==> src/rtl/rdup_pkg.sv <==
`timescale 1ns/1ps
package rdup_pkg;
  localparam int PAGE_BITS = 12;

  localparam logic [1:0] BURST_FIXED = 2'd0;
  localparam logic [1:0] BURST_INCR  = 2'd1;
  localparam logic [1:0] BURST_WRAP  = 2'd2;
  localparam logic [2:0] SIZE_W32    = 3'd2;
  localparam logic [2:0] SIZE_W64    = 3'd3;

  typedef enum logic [1:0] {
    XL_PASS   = 2'd0,
    XL_PACK   = 2'd1,
    XL_SPREAD = 2'd2
  } xlate_e;

  typedef struct packed {
    xlate_e                 kind;
    logic [PAGE_BITS-1:0]   addr;
    logic [7:0]             len;
    logic [1:0]             burst;
  } track_t;

  // Packing needs INCR, 8-byte start, even beat count, 32-bit beats.
  function automatic logic packable(input logic [PAGE_BITS-1:0] addr,
                                    input logic [7:0] len,
                                    input logic [2:0] size,
                                    input logic [1:0] burst);
    return (burst == BURST_INCR) && (addr[2:0] == 3'b000) &&
           len[0] && (size == SIZE_W32);
  endfunction

  // Beat count halves: new len = (len+1)/2 - 1.
  function automatic logic [7:0] packed_len(input logic [7:0] len);
    logic [8:0] beats;
    beats = {1'b0, len} + 9'd1;
    return 8'((beats >> 1) - 9'd1);
  endfunction

  // Address of the next 32-bit beat inside a spread burst.
  function automatic logic [PAGE_BITS-1:0] step_addr(input logic [PAGE_BITS-1:0] addr,
                                                     input logic [7:0] len,
                                                     input logic [1:0] burst);
    logic [PAGE_BITS-1:0] inc;
    logic [PAGE_BITS-1:0] span_mask;
    inc       = addr + PAGE_BITS'(4);
    span_mask = PAGE_BITS'({len, 2'b11});
    case (burst)
      BURST_FIXED: return addr;
      BURST_WRAP:  return (addr & ~span_mask) | (inc & span_mask);
      default:     return inc;
    endcase
  endfunction
endpackage

==> src/rtl/rdup_ar_xlate.sv <==
`timescale 1ns/1ps
module rdup_ar_xlate
  import rdup_pkg::*;
#(
  parameter int AW = 32
) (
  input  logic          mode64,
  input  logic [AW-1:0] in_addr,
  input  logic [7:0]    in_len,
  input  logic [2:0]    in_size,
  input  logic [1:0]    in_burst,
  output xlate_e        kind,
  output logic [AW-1:0] out_addr,
  output logic [7:0]    out_len,
  output logic [2:0]    out_size,
  output logic [1:0]    out_burst
);
  logic can_pack;

  assign can_pack = packable(in_addr[PAGE_BITS-1:0], in_len, in_size, in_burst);

  always_comb begin
    out_addr  = in_addr;
    out_burst = in_burst;
    if (mode64) begin
      kind     = XL_PASS;
      out_len  = in_len;
      out_size = in_size;
    end else if (can_pack) begin
      kind     = XL_PACK;
      out_len  = packed_len(in_len);
      out_size = SIZE_W64;
    end else begin
      kind     = XL_SPREAD;
      out_len  = in_len;
      out_size = SIZE_W64;
    end
  end
endmodule

==> src/rtl/rdup_track_fifo.sv <==
`timescale 1ns/1ps
module rdup_track_fifo
  import rdup_pkg::*;
#(
  parameter  int DEPTH = 4,
  localparam int PW    = (DEPTH > 1) ? $clog2(DEPTH) : 1,
  localparam int CW    = $clog2(DEPTH + 1)
) (
  input  logic          clk,
  input  logic          rst_n,
  input  logic          push,
  input  track_t        push_item,
  input  logic          pop,
  output track_t        head,
  output logic          head_valid,
  output logic          full,
  output logic [CW-1:0] count
);
  track_t          slots [DEPTH];
  logic [PW-1:0]   wr_ptr;
  logic [PW-1:0]   rd_ptr;

  function automatic logic [PW-1:0] bump(input logic [PW-1:0] p);
    return (p == PW'(DEPTH - 1)) ? '0 : p + PW'(1);
  endfunction

  assign head       = slots[rd_ptr];
  assign head_valid = (count != '0);
  assign full       = (count == CW'(DEPTH));

  always_ff @(posedge clk) begin
    if (push) slots[wr_ptr] <= push_item;
  end

  always_ff @(posedge clk) begin
    if (!rst_n) begin
      wr_ptr <= '0;
      rd_ptr <= '0;
      count  <= '0;
    end else begin
      if (push) wr_ptr <= bump(wr_ptr);
      if (pop)  rd_ptr <= bump(rd_ptr);
      case ({push, pop})
        2'b10:   count <= count + CW'(1);
        2'b01:   count <= count - CW'(1);
        default: count <= count;
      endcase
    end
  end
endmodule

==> src/rtl/rdup_r_unpack.sv <==
`timescale 1ns/1ps
module rdup_r_unpack
  import rdup_pkg::*;
(
  input  logic        clk,
  input  logic        rst_n,
  input  track_t      head,
  input  logic        head_valid,
  input  logic        m_rvalid,
  output logic        m_rready,
  input  logic [63:0] m_rdata,
  input  logic [1:0]  m_rresp,
  input  logic        m_rlast,
  output logic        s_rvalid,
  input  logic        s_rready,
  output logic [63:0] s_rdata,
  output logic [1:0]  s_rresp,
  output logic        s_rlast,
  output logic        burst_done
);
  logic                 hi_half;
  logic                 started;
  logic [PAGE_BITS-1:0] cur_addr;
  logic [PAGE_BITS-1:0] addr_now;
  logic                 up_fire;
  logic                 down_fire;

  assign addr_now = started ? cur_addr : head.addr;

  always_comb begin
    s_rvalid = head_valid && m_rvalid;
    s_rresp  = m_rresp;
    s_rdata  = '0;
    s_rlast  = 1'b0;
    m_rready = 1'b0;
    if (head_valid) begin
      case (head.kind)
        XL_PASS: begin
          s_rdata  = m_rdata;
          s_rlast  = m_rlast;
          m_rready = s_rready;
        end
        XL_PACK: begin
          s_rdata  = {32'h0, hi_half ? m_rdata[63:32] : m_rdata[31:0]};
          s_rlast  = m_rlast && hi_half;
          m_rready = s_rready && hi_half;
        end
        default: begin
          s_rdata  = {32'h0, addr_now[2] ? m_rdata[63:32] : m_rdata[31:0]};
          s_rlast  = m_rlast;
          m_rready = s_rready;
        end
      endcase
    end
  end

  assign up_fire    = s_rvalid && s_rready;
  assign down_fire  = head_valid && m_rvalid && m_rready;
  assign burst_done = down_fire && m_rlast;

  always_ff @(posedge clk) begin
    if (!rst_n) begin
      hi_half  <= 1'b0;
      started  <= 1'b0;
      cur_addr <= '0;
    end else begin
      if (up_fire && head.kind == XL_PACK) hi_half <= ~hi_half;
      if (up_fire && head.kind == XL_SPREAD) begin
        cur_addr <= step_addr(addr_now, head.len, head.burst);
        started  <= 1'b1;
      end
      if (burst_done) started <= 1'b0;
    end
  end
endmodule

==> src/rtl/rd_upsizer.sv <==
`timescale 1ns/1ps
module rd_upsizer
  import rdup_pkg::*;
#(
  parameter  int AW       = 32,
  parameter  int MAX_OUTS = 4,
  localparam int CW       = $clog2(MAX_OUTS + 1)
) (
  input  logic          clk,
  input  logic          rst_n,
  input  logic          mode64,
  input  logic          s_arvalid,
  output logic          s_arready,
  input  logic [AW-1:0] s_araddr,
  input  logic [7:0]    s_arlen,
  input  logic [2:0]    s_arsize,
  input  logic [1:0]    s_arburst,
  output logic          s_rvalid,
  input  logic          s_rready,
  output logic [63:0]   s_rdata,
  output logic [1:0]    s_rresp,
  output logic          s_rlast,
  output logic          m_arvalid,
  input  logic          m_arready,
  output logic [AW-1:0] m_araddr,
  output logic [7:0]    m_arlen,
  output logic [2:0]    m_arsize,
  output logic [1:0]    m_arburst,
  input  logic          m_rvalid,
  output logic          m_rready,
  input  logic [63:0]   m_rdata,
  input  logic [1:0]    m_rresp,
  input  logic          m_rlast
);
  xlate_e        ar_kind;
  logic          can_issue;
  logic          ar_fire;
  logic          q_full;
  logic [CW-1:0] outstanding;
  track_t        new_item;
  track_t        head_item;
  logic          head_valid;
  xlate_e        head_kind;
  logic          r_burst_done;

  rdup_ar_xlate #(.AW(AW)) u_xlate (
    .mode64    (mode64),
    .in_addr   (s_araddr),
    .in_len    (s_arlen),
    .in_size   (s_arsize),
    .in_burst  (s_arburst),
    .kind      (ar_kind),
    .out_addr  (m_araddr),
    .out_len   (m_arlen),
    .out_size  (m_arsize),
    .out_burst (m_arburst)
  );

  // Spread commands wait for an empty pipe; all wait for a free slot.
  assign can_issue = !q_full && ((ar_kind != XL_SPREAD) || (outstanding == '0));
  assign m_arvalid = s_arvalid && can_issue;
  assign s_arready = m_arready && can_issue;
  assign ar_fire   = m_arvalid && m_arready;

  assign new_item = '{kind:  ar_kind,
                      addr:  s_araddr[PAGE_BITS-1:0],
                      len:   s_arlen,
                      burst: s_arburst};

  rdup_track_fifo #(.DEPTH(MAX_OUTS)) u_track (
    .clk        (clk),
    .rst_n      (rst_n),
    .push       (ar_fire),
    .push_item  (new_item),
    .pop        (r_burst_done),
    .head       (head_item),
    .head_valid (head_valid),
    .full       (q_full),
    .count      (outstanding)
  );

  assign head_kind = head_item.kind;

  rdup_r_unpack u_unpack (
    .clk        (clk),
    .rst_n      (rst_n),
    .head       (head_item),
    .head_valid (head_valid),
    .m_rvalid   (m_rvalid),
    .m_rready   (m_rready),
    .m_rdata    (m_rdata),
    .m_rresp    (m_rresp),
    .m_rlast    (m_rlast),
    .s_rvalid   (s_rvalid),
    .s_rready   (s_rready),
    .s_rdata    (s_rdata),
    .s_rresp    (s_rresp),
    .s_rlast    (s_rlast),
    .burst_done (r_burst_done)
  );
endmodule

==> config.mk <==
export PLATFORM = sky130hd
export DESIGN_NAME = rd_upsizer
export DESIGN_NICKNAME = d
export VERILOG_FILES = /design/src/rtl/rdup_pkg.sv /design/src/rtl/rdup_ar_xlate.sv /design/src/rtl/rdup_track_fifo.sv /design/src/rtl/rdup_r_unpack.sv /design/src/rtl/rd_upsizer.sv
export SDC_FILE = /design/constraint.sdc
export NUM_CORES = 1
export LEC_CHECK = 0
export ABC_AREA = 1
export BUFFER_PORTS_ARGS = -buffer_cell sky130_fd_sc_hd__buf_2
export CAP_MARGIN = 20
export CORE_MARGIN = 10
export CORE_UTILIZATION = 45
export CTS_CLUSTER_DIAMETER = 60
export DETAILED_ROUTE_END_ITERATION = 16
export GPL_TIMING_DRIVEN = 1
export PLACE_DENSITY = 0.83
export REMOVE_ABC_BUFFERS = 1
export SLEW_MARGIN = 30
export SYNTH_ARGS = -nofsm -noshare
export SYNTH_HDL_FRONTEND = slang
export SYNTH_SLANG_ARGS = --single-unit
export TNS_END_PERCENT = 20
==> constraint.sdc <==
create_clock -name clk -period 3.12 [get_ports clk]
set_input_delay 0.468 -clock clk [delete_from_list [all_inputs] [get_ports clk]]
set_output_delay 0.468 -clock clk [all_outputs]
set_load 0.05 [all_outputs]
# Word-level counts from Yosys, hierarchy flattened
# Memories as Yosys holds them, arrays and structs flattened. A register that Yosys moved wholly into a read port is not among the register bits.
# Index checks and enable logic that the tools add are counted.
op_classes:
  addsub: 7
  bitwise_logic: 6
  muxes: 22
  reduce_logical: 24
  eq_ne: 11
ops:
  columns: ["cell", "count"]
  rows:
  - ["$pmux 64 s2", 1]
  - ["$mux 32", 2]
  - ["$mux 64", 1]
  - ["$pmux 12 s2", 1]
  - ["$mux 8", 2]
  - ["$logic_and 1x1->1", 15]
  - ["$add 12x3->12 const B", 1]
  - ["$and 12x10->12", 1]
  - ["$and 12x12->12", 1]
  - ["$mux 12", 1]
  - ["$mux 2", 6]
  - ["$not 10->12", 1]
  - ["$or 12x12->12", 1]
  - ["$eq 2x2->1 const B", 5]
  - ["$add 8x1->9 const B", 1]
  - ["$sub 8x1->8 const B", 1]
  - ["$eq 2x1->1 const B", 3]
  - ["$logic_not 3->1", 2]
  - ["$mux 1", 6]
  - ["$pmux 3 s2", 1]
  - ["$add 2x1->2 const B", 2]
  - ["$logic_not 2->1", 2]
  - ["$add 3x1->3 const B", 1]
  - ["$eq 3x2->1 const B", 1]
  - ["10 further kinds", 11]
word_totals:
  out_inout_bits: 116
  input_bits: 119
  ff_bits: 21
  mem_bits_rw: 96
  mem_count: 1
  wordCells: 77
memory_table:
  columns: ["memory", "depth", "word_bits", "rd", "rd_ports_with_merged_regs", "write_ports", "line", "source"]
  rows:
  - ["u_track.slots", 4, 24, 1, 1, 1, "rdup_track_fifo.sv:19", "track_t slots [DEPTH];"]

# Logic depth before layout (Yosys ltp)
# Gate-level depths: netlist of the first run.
logic_depth:
  ltp_word: 13
  depth_mapped: 17
  mapped_depth_nobuf: 16

# By module
# A second synthesis of the first run with hierarchy kept.
unflattened:
  cells_unflattened: 700
  hier_area_um2: 6341.1
by_module_without_submodules:
  columns: ["module", "area_per_inst_um2", "seq_area_each_um2", "n_inst", "cells_each"]
  rows:
  - ["rdup_track_fifo", 4191.5, 3062.9, 1, 293]
  - ["rdup_r_unpack", 1272.5, 60.1, 1, 253]
  - ["rdup_ar_xlate", 817.0, 0.0, 1, 141]
  - ["rd_upsizer", 60.1, 0.0, 1, 13]

# Worst setup path before layout of the first run
# Ideal clock, no wire load.
synth_path:
  path_kind: "input-to-output"
  startpoint: "input port s_arlen[0]"
  endpoint: "output port m_arlen[4]"
  cell_stages: 8
  arrival_ns: 2.494
  required_time_ns: 2.652
  n_path_buf: 0
  setup_slack_ns: 0.158
  path_cell_list: "ha_1 > xor2_1 > inv_1 > ha_1 > nand3_1 > nor2_1 > xor2_1 > o21ai_0"
synth_between:
  elab_chain_cells: 4
  word_cells_on_any_way: 6
  cone_classes: "add/sub: 2; mux: 2; reduce/logical: 2"
synth_lines:
  columns: ["item", "line", "source"]
  rows:
  - ["from (decl)", "rd_upsizer.sv:15", "input logic [7:0] s_arlen,"]
  - ["$add 8x1->9 / $logic_and 1x1->1 (equally long branches)", "rdup_pkg.sv:36, rdup_pkg.sv:29", null]
  - ["$sub 8x1->8 / $logic_and 1x1->1 (equally long branches)", "rdup_pkg.sv:37, rdup_pkg.sv:30", null]
  - ["$mux 8 *", "rdup_ar_xlate.sv:29", "end else if (can_pack) begin"]
  - ["$mux 8 *", "rdup_ar_xlate.sv:25", "if (mode64) begin"]
  - ["to (decl)", "rd_upsizer.sv:26", "output logic [7:0] m_arlen,"]
# Every way passes the cells marked *; elsewhere a longest branch is shown, timed or not.

==> results.toml, run 1 <==
[outcome]
status = "finished, final reports clean"

[timing]
hold_viol_final = 0
finalClockSkew_ps = 8.538
rsz0062_at_grt = "false"
max_slew_margin_pct = 59.04
timing.fmax_mhz = 354.0
min_period_ps = 2825
worst_pin_slew_ps = 614.4
finalCritPeriodShare_pct = 90.54
setup_viol = 0
slew_violations = 0
fin_setup_tns_ps = 0

[route]
drt-wirelength-per-cell_um = 14.44
drtAntennaViolNets = 0
wl_met1_mm = 5.212
drt-pass1-iter-count = 4
dr_total_vias = 4202
wl_met3_mm = 1.493
wl_met2_mm = 5.634
vias_per_cell = 4.780
drt_iter0_drc = 239
wl_mm = 12.69
drc = 0
highest_layer = "met4"

[clocking]
cts-root-buf = "clkbuf_8"
cts_buffers = 5
insertion_delay_ps = 280
cts_tree = "built"
htree_levels = 2
clock_path_buffers = 2
cts_sinks = 36
holdBufCountCts = 0
clkSlewWorstSetupHoldPaths_ps = 70

[synthesis]
ys_ff_latch = 36
synth_area_sq_um = 3961
synth_cells = 647
ys_seq_area_share_pct = 24.26
synth_ff_type = "edfxtp_1"
postSynthAreaPerCell_sq_um = 6.123
synthTopCellsByArea = "edfxtp_1 (18%), nor2_1 (12%), inv_1 (10%), nand2_1 (10%), buf_4 (6.8%)"
yosys_warnings = 0
synth_edf_count = 24
yosysTopAreaCell = "edfxtp_1"
synthDistinctLibCells = 37
synth_top_area_share_pct = 18.19
synthArstFlopShare_pct = 0

[worst_setup_path]
r2r_slack_ps = 460
timing.rr.end = "u_track.count[2]$_SDFFE_PN0P_"
start_kind = "flop"
rr_worst_depth = 15
endpoint_kind = "output port"
cp_cell_sequence = "nand2_1 -> nand3_2 -> nand2_4 -> nand2_2 -> nand2_8 -> nand2_2 -> nand2_1 -> nor2_1 -> buf_2"
cpPeakStageDelay_ps = 530
cp.required_ps = 2650
cp_slowest_cell = "dfxtp_1"
cp_data_arrival_time_ps = 2360
path_class = "flop to output port"
cp_max_fo = 31
endpoint = "s_rdata[13]"

[worst_hold_path]
hold_class = "primary input to flop"
worstHoldStart = "s_araddr[2]"

[die]
pin_count = 235
dieArea_sq_um = 12960
std_cell_rows = 34
core_area_sq_um = 8636
start_util_pct = 45.87
die_w_um = 113.8
dieHeight_um = 113.8

[placed_design]
gp_congestion = 0.8872
hpwl_mm = 10.30
io_buffers = 172

[flow_run]
drv_cap = 0

[cells_and_area]
nets = 897
layout-drive-gt1-share_pct = 30.52
utilization_pct = 53.94
fill_cells = 856
syn2layout_area_growth_pct = 17.59

[power]
leakagePower_nw = 2.664
peakVddDrop_mv = 0.2964
power_density_nw_per_um2 = 417.4

[global_route]
grt_pass1_wl_mm = 19.70
antenna_found_initial = 1
grt_pass1_vias = 4016
gr-total-overflow = 0
track_usage_pct = 18.19
grt_start_max_net_pins = 64
==> cell type report <==
cell class              count  area (sq um)  share of cell area (%)
well taps                 108         135.1                   2.901
multi-input cells         436          2123                   45.58
repair buffers            177         902.1                   19.37
flip-flops and latches     36         960.9                   20.63
clock buffers               8         100.1                   2.149
inverters                 113         434.2                   9.320
diodes                      1         2.502                 0.05372
==> placed cells by master (no fill, tap or decap), drive strengths merged <==
cell,Yosys,layout
nor2,130,130
clkbuf,8,8
o21bai,2,2
a21oi,40,40
buf,54,177
inv,112,112
dfxtp,12,12
xor2,3,3
nand4,4,4
nand3,19,19
a22oi,1,1
ha,8,8
nand2,144,144
edfxtp,24,24
fa,1,1
or2,4,4
and2,1,1
clkinv,1,1
o21ai,46,46
diode,0,1
nor3,33,33
==> worst max-delay path, delay by kind of cell, from the launching register on <==
| kind | cells | cell delay [ps] |
|---|---|---|
| flops | 1 | 530 |
| buf+inv | 1 | 290 |
| simple gates | 8 | 1240 |
==> logic make-up after synthesis <==
family / synth area share (%)
AND/OR/NAND/NOR: 38.28
AO/OA/AOI/OAI: 11.43
adder cells (fa/ha/maj): 3.032
XOR/XNOR: 0.8530
buffers and inverters: 22.14
flip-flops: 24.26
==> synth_stat cells, types with 4 or more instances <==
cell	n
nor2_1	127
inv_1	108
nand2_1	108
o21ai_0	43
a21oi_1	40
buf_4	36
nand2_2	32
nor3_1	32
edfxtp_1	24
nand3_1	16
dfxtp_1	12
buf_2	9
clkbuf_1	8
ha_1	8
buf_6	4
nand4_1	4
==> worst min-delay path by stage <==
stage	to	slack, ps	cells after the start
floorplan	u_track.count[0]$_SDFFE_PN0P_	440	1
global placement	u_track.count[0]$_SDFFE_PN0P_	470	1
detailed placement	u_track.count[0]$_SDFFE_PN0P_	470	1
CTS	u_track.slots[3][12]$_DFFE_PP_	440	1
global route	u_track.slots[2][12]$_DFFE_PP_	440	1
finish	u_track.slots[2][12]$_DFFE_PP_	440	1
==> power breakdown <==
group / internal, mW / switching, mW / total (mW) / leakage, nW
clock network: 0.201 / 0.151 / 0.352 / 0.0515
registers: 0.525 / 0.00950 / 0.534 / 0.317
logic: 0.264 / 0.794 / 1.06 / 2.30
total: 0.990 / 0.954 / 1.94 / 2.66
==> metrics by stage <==
stage / instance area [sq um] / total power, mW / instances / setup slack [ps] / hold slack, ps
finish: 4658 / 1.944 / 879 / 295.1 / 435.5
global route: 4658 / 2.081 / 879 / 91.52 / 438.4
CTS: 4648 / 1.953 / 877 / 175.3 / 435.1
detailed placement: 4548 / 1.604 / 869 / 461.2 / 468.0
global placement: 4537 / 1.595 / 868 / 300.1 / 468.0
floorplan: 3518 / 1.314 / 585 / 158.3 / 443.5
==> state kept, by name, summed over array words and instances (netlist names), named ones only <==
| register | count |
|---|---|
| u_track.slots | 24 |
| u_track.count | 3 |
| u_track.rd_ptr | 2 |
| u_track.wr_ptr | 2 |
| u_unpack.cur_addr | 1 |
| u_unpack.hi_half | 1 |
| u_unpack.started | 1 |
==> metal layers <==
metal,vias to the layer above,track usage (%)
met5,-,3.137
met4,0,6.015
met3,23,8.031
met2,197,29.40
met1,1780,20.81
li1,2202,-
==> timing repair <==
item,in CTS,in global routing
endpoints found under the hold margin,0,0
gates resized for setup,0,0
endpoints found under the setup margin,0,6
buffers inserted,0,1
(Power assumes the default switching activity.)
==> run 2, diff against run 1 <==
- CORE_UTILIZATION: 45 -> 40
- CTS_CLUSTER_SIZE: unset -> 14
- PLACE_DENSITY: 0.83 -> 0.75
==> results.toml, run 2 (same netlist as run 1, synthesis figures left out) <==
[outcome]
status = "finished, final reports clean"

[die]
dieHeight_um = 119.5
core_area_sq_um = 9729
pin_count = 235
std_cell_rows = 36
start_util_pct = 40.72
die_w_um = 119.5
dieArea_sq_um = 14280

[cells_and_area]
layout-drive-gt1-share_pct = 30.74
reg_top3 = "u_track.slots: 24 flops, u_track.count: 3 flops"
syn2layout_area_growth_pct = 18.73
fill_cells = 1015
regArea_sq_um = 960.9
utilization_pct = 48.34
largest_reg_flops = 24
nets = 898
final_cell_mix = "buf_2 (172), nor2_1 (127), inv_1 (108), nand2_1 (108), o21ai_0 (43)"
regMostFlops = "u_track.slots"
final_common_cell = "buf_2"
multiInputGateArea_sq_um = 2133

[timing]
timing.fmax_mhz = 351.1
fin_setup_tns_ps = 0
finalCritPeriodShare_pct = 91.28
worst_pin_slew_ps = 730.9
setup_viol = 0
hold_viol_final = 0
rsz0062_at_grt = "false"
slew_violations = 0
max_slew_margin_pct = 51.01
min_period_ps = 2848
finalClockSkew_ps = 7.180

[clocking]
clkSlewWorstSetupHoldPaths_ps = 70
clock_path_buffers = 2
cts_tree = "built"
htree_levels = 2
cts_resized = 0
holdBufCountCts = 0
insertion_delay_ps = 280
postCtsSetupRepairBufs = 0
cts_buffers = 5
cts-root-buf = "clkbuf_8"
cts_sinks = 36

[route]
wl_mm = 12.99
vias_per_cell = 4.710
drtAntennaViolNets = 0
drt_iter0_drc = 354
drt-wirelength-per-cell_um = 14.34
dr_total_vias = 4267
drc = 0
drt-pass1-iter-count = 4

[global_route]
gr-total-overflow = 0
track_usage_pct = 16.74
grt_pass1_vias = 3932
grt_start_max_net_pins = 64
antenna_found_initial = 2
grt_pass1_wl_mm = 20.05

[worst_setup_path]
cp_cell_sequence = "inv_6 -> nand2_1 -> nand3_2 -> nand2_4 -> inv_6 -> nor3_2 -> a21oi_1 -> nand2_1 -> nor2_1 -> buf_2"
start_kind = "flop"
crit_buf_inv = 3
path_class = "flop to output port"
critPathTopFamily = "simple AND/OR/NAND/NOR gates"
cp_max_fo = 35
cpPeakStageDelay_ps = 620
cp_slowest_cell = "nor3_2"
cp.required_ps = 2650
cp_data_arrival_time_ps = 2380
endpoint_kind = "output port"

[power]
switchingPower_mw = 0.9632
leakagePower_nw = 2.669
finalPower_mw = 1.934
clockPowerShare_pct = 17.2
p_sw_share_pct = 49.79
peakVddDrop_mv = 0.1941
power_density_nw_per_um2 = 411.3
internal_power_mw = 0.9713
power_frac_seq_pct = 27.6
combPwrFrac_pct = 55.2

[placed_design]
io_buffers = 172
hpwl_mm = 10.36
gp_congestion = 0.8465

[worst_hold_path]
hold_class = "primary input to flop"

[flow_run]
drv_cap = 0
==> run 2: per-stage QoR <==
step,hold slack (ps),instance area [sq um],instances,setup WS (ps)
2_1_floorplan,443.5,3518,585,158.3
3_3_place_gp,461.8,4596,895,447.0
3_5_place_dp,476.2,4596,895,413.3
4_1_cts,431.4,4688,903,100.0
5_1_grt,436.7,4703,906,87.34
6_report,433.6,4703,906,272.1
==> run 2: worst reg2reg max path, cell delays in order (launching register included) <==
cell and delay (ps):
dfxtp_1 510, nand2_1 120, nand3_2 110, nand2_4 80, inv_6 220, nor2_8 60
nand2_4 100, nand3_1 160, inv_1 130, ha_1 150, inv_1 60, fa_1 380
a21oi_1 140, o21ai_0 100, o21ai_0 170, a21oi_1 60
==> run 2: power by group through the flow <==
stage	Sequential, mW	Combinational (mW)	Clock (mW)
6_report	0.534	1.07	0.332
5_1_grt	0.535	1.17	0.361
4_1_cts	0.534	1.07	0.340
3_5_place_dp	0.544	1.07	0
3_3_place_gp	0.544	1.06	0
2_1_floorplan	0.542	0.772	0
==> run 2: area by class of cell <==
| class | instances | share of cell area [%] |
|---|---|---|
| Antenna cell | 2 | 0.1064 |
| Inverter | 113 | 9.231 |
| Timing Repair Buffer | 177 | 19.37 |
| Clock inverter | 2 | 0.2128 |
| Sequential cell | 36 | 20.43 |
| Tap cell | 133 | 3.538 |
| Multi-Input combinational cell | 437 | 45.36 |
| Clock buffer | 6 | 1.756 |
==> run 2: path summary, 6_finish.rpt <==
path	cells past startpoint	slack (ps)	from	endpoint
worst max-delay path	10	270	flop	s_rdata[7]
worst min-delay path	1	430	s_arburst[0]	u_track.slots[2][0]$_DFFE_PP_
worst max register to register	15	460	flop	u_track.count[2]$_SDFFE_PN0P_
worst min register to register	1	480	u_track.count[0]$_SDFFE_PN0P_	u_track.count[0]$_SDFFE_PN0P_
==> run 2: per-layer routing <==
layer | up-vias | global-route usage (%) | wire length, um
li1 | 2206 | - | -
met1 | 1813 | 19.04 | 5229
met2 | 226 | 26.38 | 5750
met3 | 20 | 8.673 | 1710
met4 | 2 | 5.581 | 269
met5 | - | 2.083 | 30
==> run 3, diff against run 2 <==
==> constraint.sdc (replaced) <==
create_clock -name clk -period 3.12 [get_ports clk]
set_input_delay 0.468 -clock clk [delete_from_list [all_inputs] [get_ports clk]]
set_output_delay 0.468 -clock clk [all_outputs]
set_load 0.1 [all_outputs]
==> results.toml, run 3 (same netlist as run 1, synthesis figures left out) <==
[worst_setup_path]
start_kind = "flop"
cp_slowest_cell = "buf_2"
cp_data_arrival_time_ps = 2520
cp.depth = 12
cpPeakStageDelay_ps = 440
crit_buf_inv = 4
cp_max_fo = 33
endpoint_kind = "output port"
cp_cell_sequence = "inv_1 -> nand3_2 -> nand2_4 -> inv_6 -> buf_4 -> nor2_8 -> nand2_4 -> nand2_8 -> nand2_2 -> nand2_1 -> nor2_1 -> buf_2"
crit_path_frequent_cell = "nand2_4"
rr_worst_depth = 16
path_class = "flop to output port"
cp.required_ps = 2650
critPathTopFamily = "buffers and inverters"

[timing]
min_period_ps = 2988
setup_viol = 0
worst_pin_slew_ps = 651.6
max_slew_margin_pct = 56.42
slew_violations = 0
hold_viol_final = 0
finalCritPeriodShare_pct = 95.76
finalClockSkew_ps = 7.622
timing.fmax_mhz = 334.7

[route]
drt-wirelength-per-cell_um = 14.40
dr_total_vias = 4260
drtAntennaViolNets = 0
wl_mm = 13.03
drt-pass1-iter-count = 4
drc = 0
vias_per_cell = 4.707
drt_iter0_drc = 301

[cells_and_area]
regMostFlops = "u_track.slots"
final_common_cell = "buf_2"
largest_reg_flops = 24
fill_cells = 1014
reg_top3 = "u_track.slots: 24 flops, u_track.count: 3 flops"
syn2layout_area_growth_pct = 24.89
regArea_sq_um = 962.2
fin_area_sq_um = 4947
final_cell_mix = "buf_2 (154), nor2_1 (127), inv_1 (108), nand2_1 (108), o21ai_0 (43)"
layout-drive-gt1-share_pct = 30.74
nets = 898
multiInputGateArea_sq_um = 2123

[global_route]
track_usage_pct = 16.64
grt_pass1_wl_mm = 19.95
gr-total-overflow = 0
grt_start_max_net_pins = 35
antenna_found_initial = 1
grt_pass1_vias = 3855

[clocking]
htree_levels = 2
insertion_delay_ps = 290
clkSlewWorstSetupHoldPaths_ps = 70
cts_buffers = 5
cts_resized = 0
cts-root-buf = "clkbuf_8"
holdBufCountCts = 0
postCtsSetupRepairBufs = 0
cts_sinks = 36
clock_path_buffers = 2
cts_tree = "built"

[die]
dieHeight_um = 119.5
std_cell_rows = 36
start_util_pct = 40.72
dieArea_sq_um = 14280
die_w_um = 119.5
pin_count = 235
core_area_sq_um = 9729

[placed_design]
placed_cell_area_sq_um = 4836
hpwl_mm = 10.48
io_buffers = 172
gp_congestion = 0.8449

[worst_hold_path]
min_delay_path_depth = 1
hold_class = "primary input to flop"

[power]
leakagePower_nw = 2.727
power_density_nw_per_um2 = 500.4
peakVddDrop_mv = 0.3146
finalPower_mw = 2.476

[flow_run]
drv_cap = 0

[outcome]
status = "finished, final reports clean"
## run 3: final timing paths
| kind | startpoint | end | slack, ps |
|---|---|---|---|
| max | flop | s_rdata[7] | 130 |
| min | s_arburst[1] | u_track.slots[3][1]$_DFFE_PP_ | 430 |
| max reg2reg | flop | u_track.count[2]$_SDFFE_PN0P_ | 390 |
| min reg2reg | u_track.count[0]$_SDFFE_PN0P_ | u_track.count[0]$_SDFFE_PN0P_ | 480 |
## run 3: where the power goes
part	internal [mW]	switching (mW)	leakage, nW
combinational	0.376	1.21	2.36
sequential	0.525	0.00933	0.317
clock	0.201	0.156	0.0515
total	1.10	1.37	2.73
## run 3: routing by layer
| layer | wire length [um] | global-route usage (%) | vias to the layer above |
|---|---|---|---|
| met1 | 5414 | 19.21 | 1833 |
| met5 | 30 | 2.083 | - |
| met2 | 5755 | 26.82 | 206 |
| met3 | 1660 | 8.814 | 15 |
| li1 | - | - | 2204 |
| met4 | 173 | 3.167 | 2 |
## run 3: final cells by class
type	instances	share of cell area, %
multi-input combinational	436	42.92
timing repair buffer	178	23.42
sequential	36	19.45
inverter	113	8.776
tap	133	3.364
clock buffer	8	2.023
antenna	1	0.05058
## run 3: stage by stage
| stage | hold WS, ps | cells | TNS [ps] | utilization (%) | setup slack, ps |
|---|---|---|---|---|---|
| finish | 432.1 | 905 | 0 | 50.85 | 132.4 |
| global route | 432.0 | 905 | -0.2600 | 50.85 | -0.2600 |
| CTS | 435.4 | 904 | 0 | 50.73 | 40.05 |
| detailed placement | 471.0 | 896 | 0 | 49.70 | 289.3 |
| global placement | 464.5 | 895 | 0 | 49.55 | 305.7 |
| floorplan | 443.5 | 585 | -27420 | - | -859.9 |
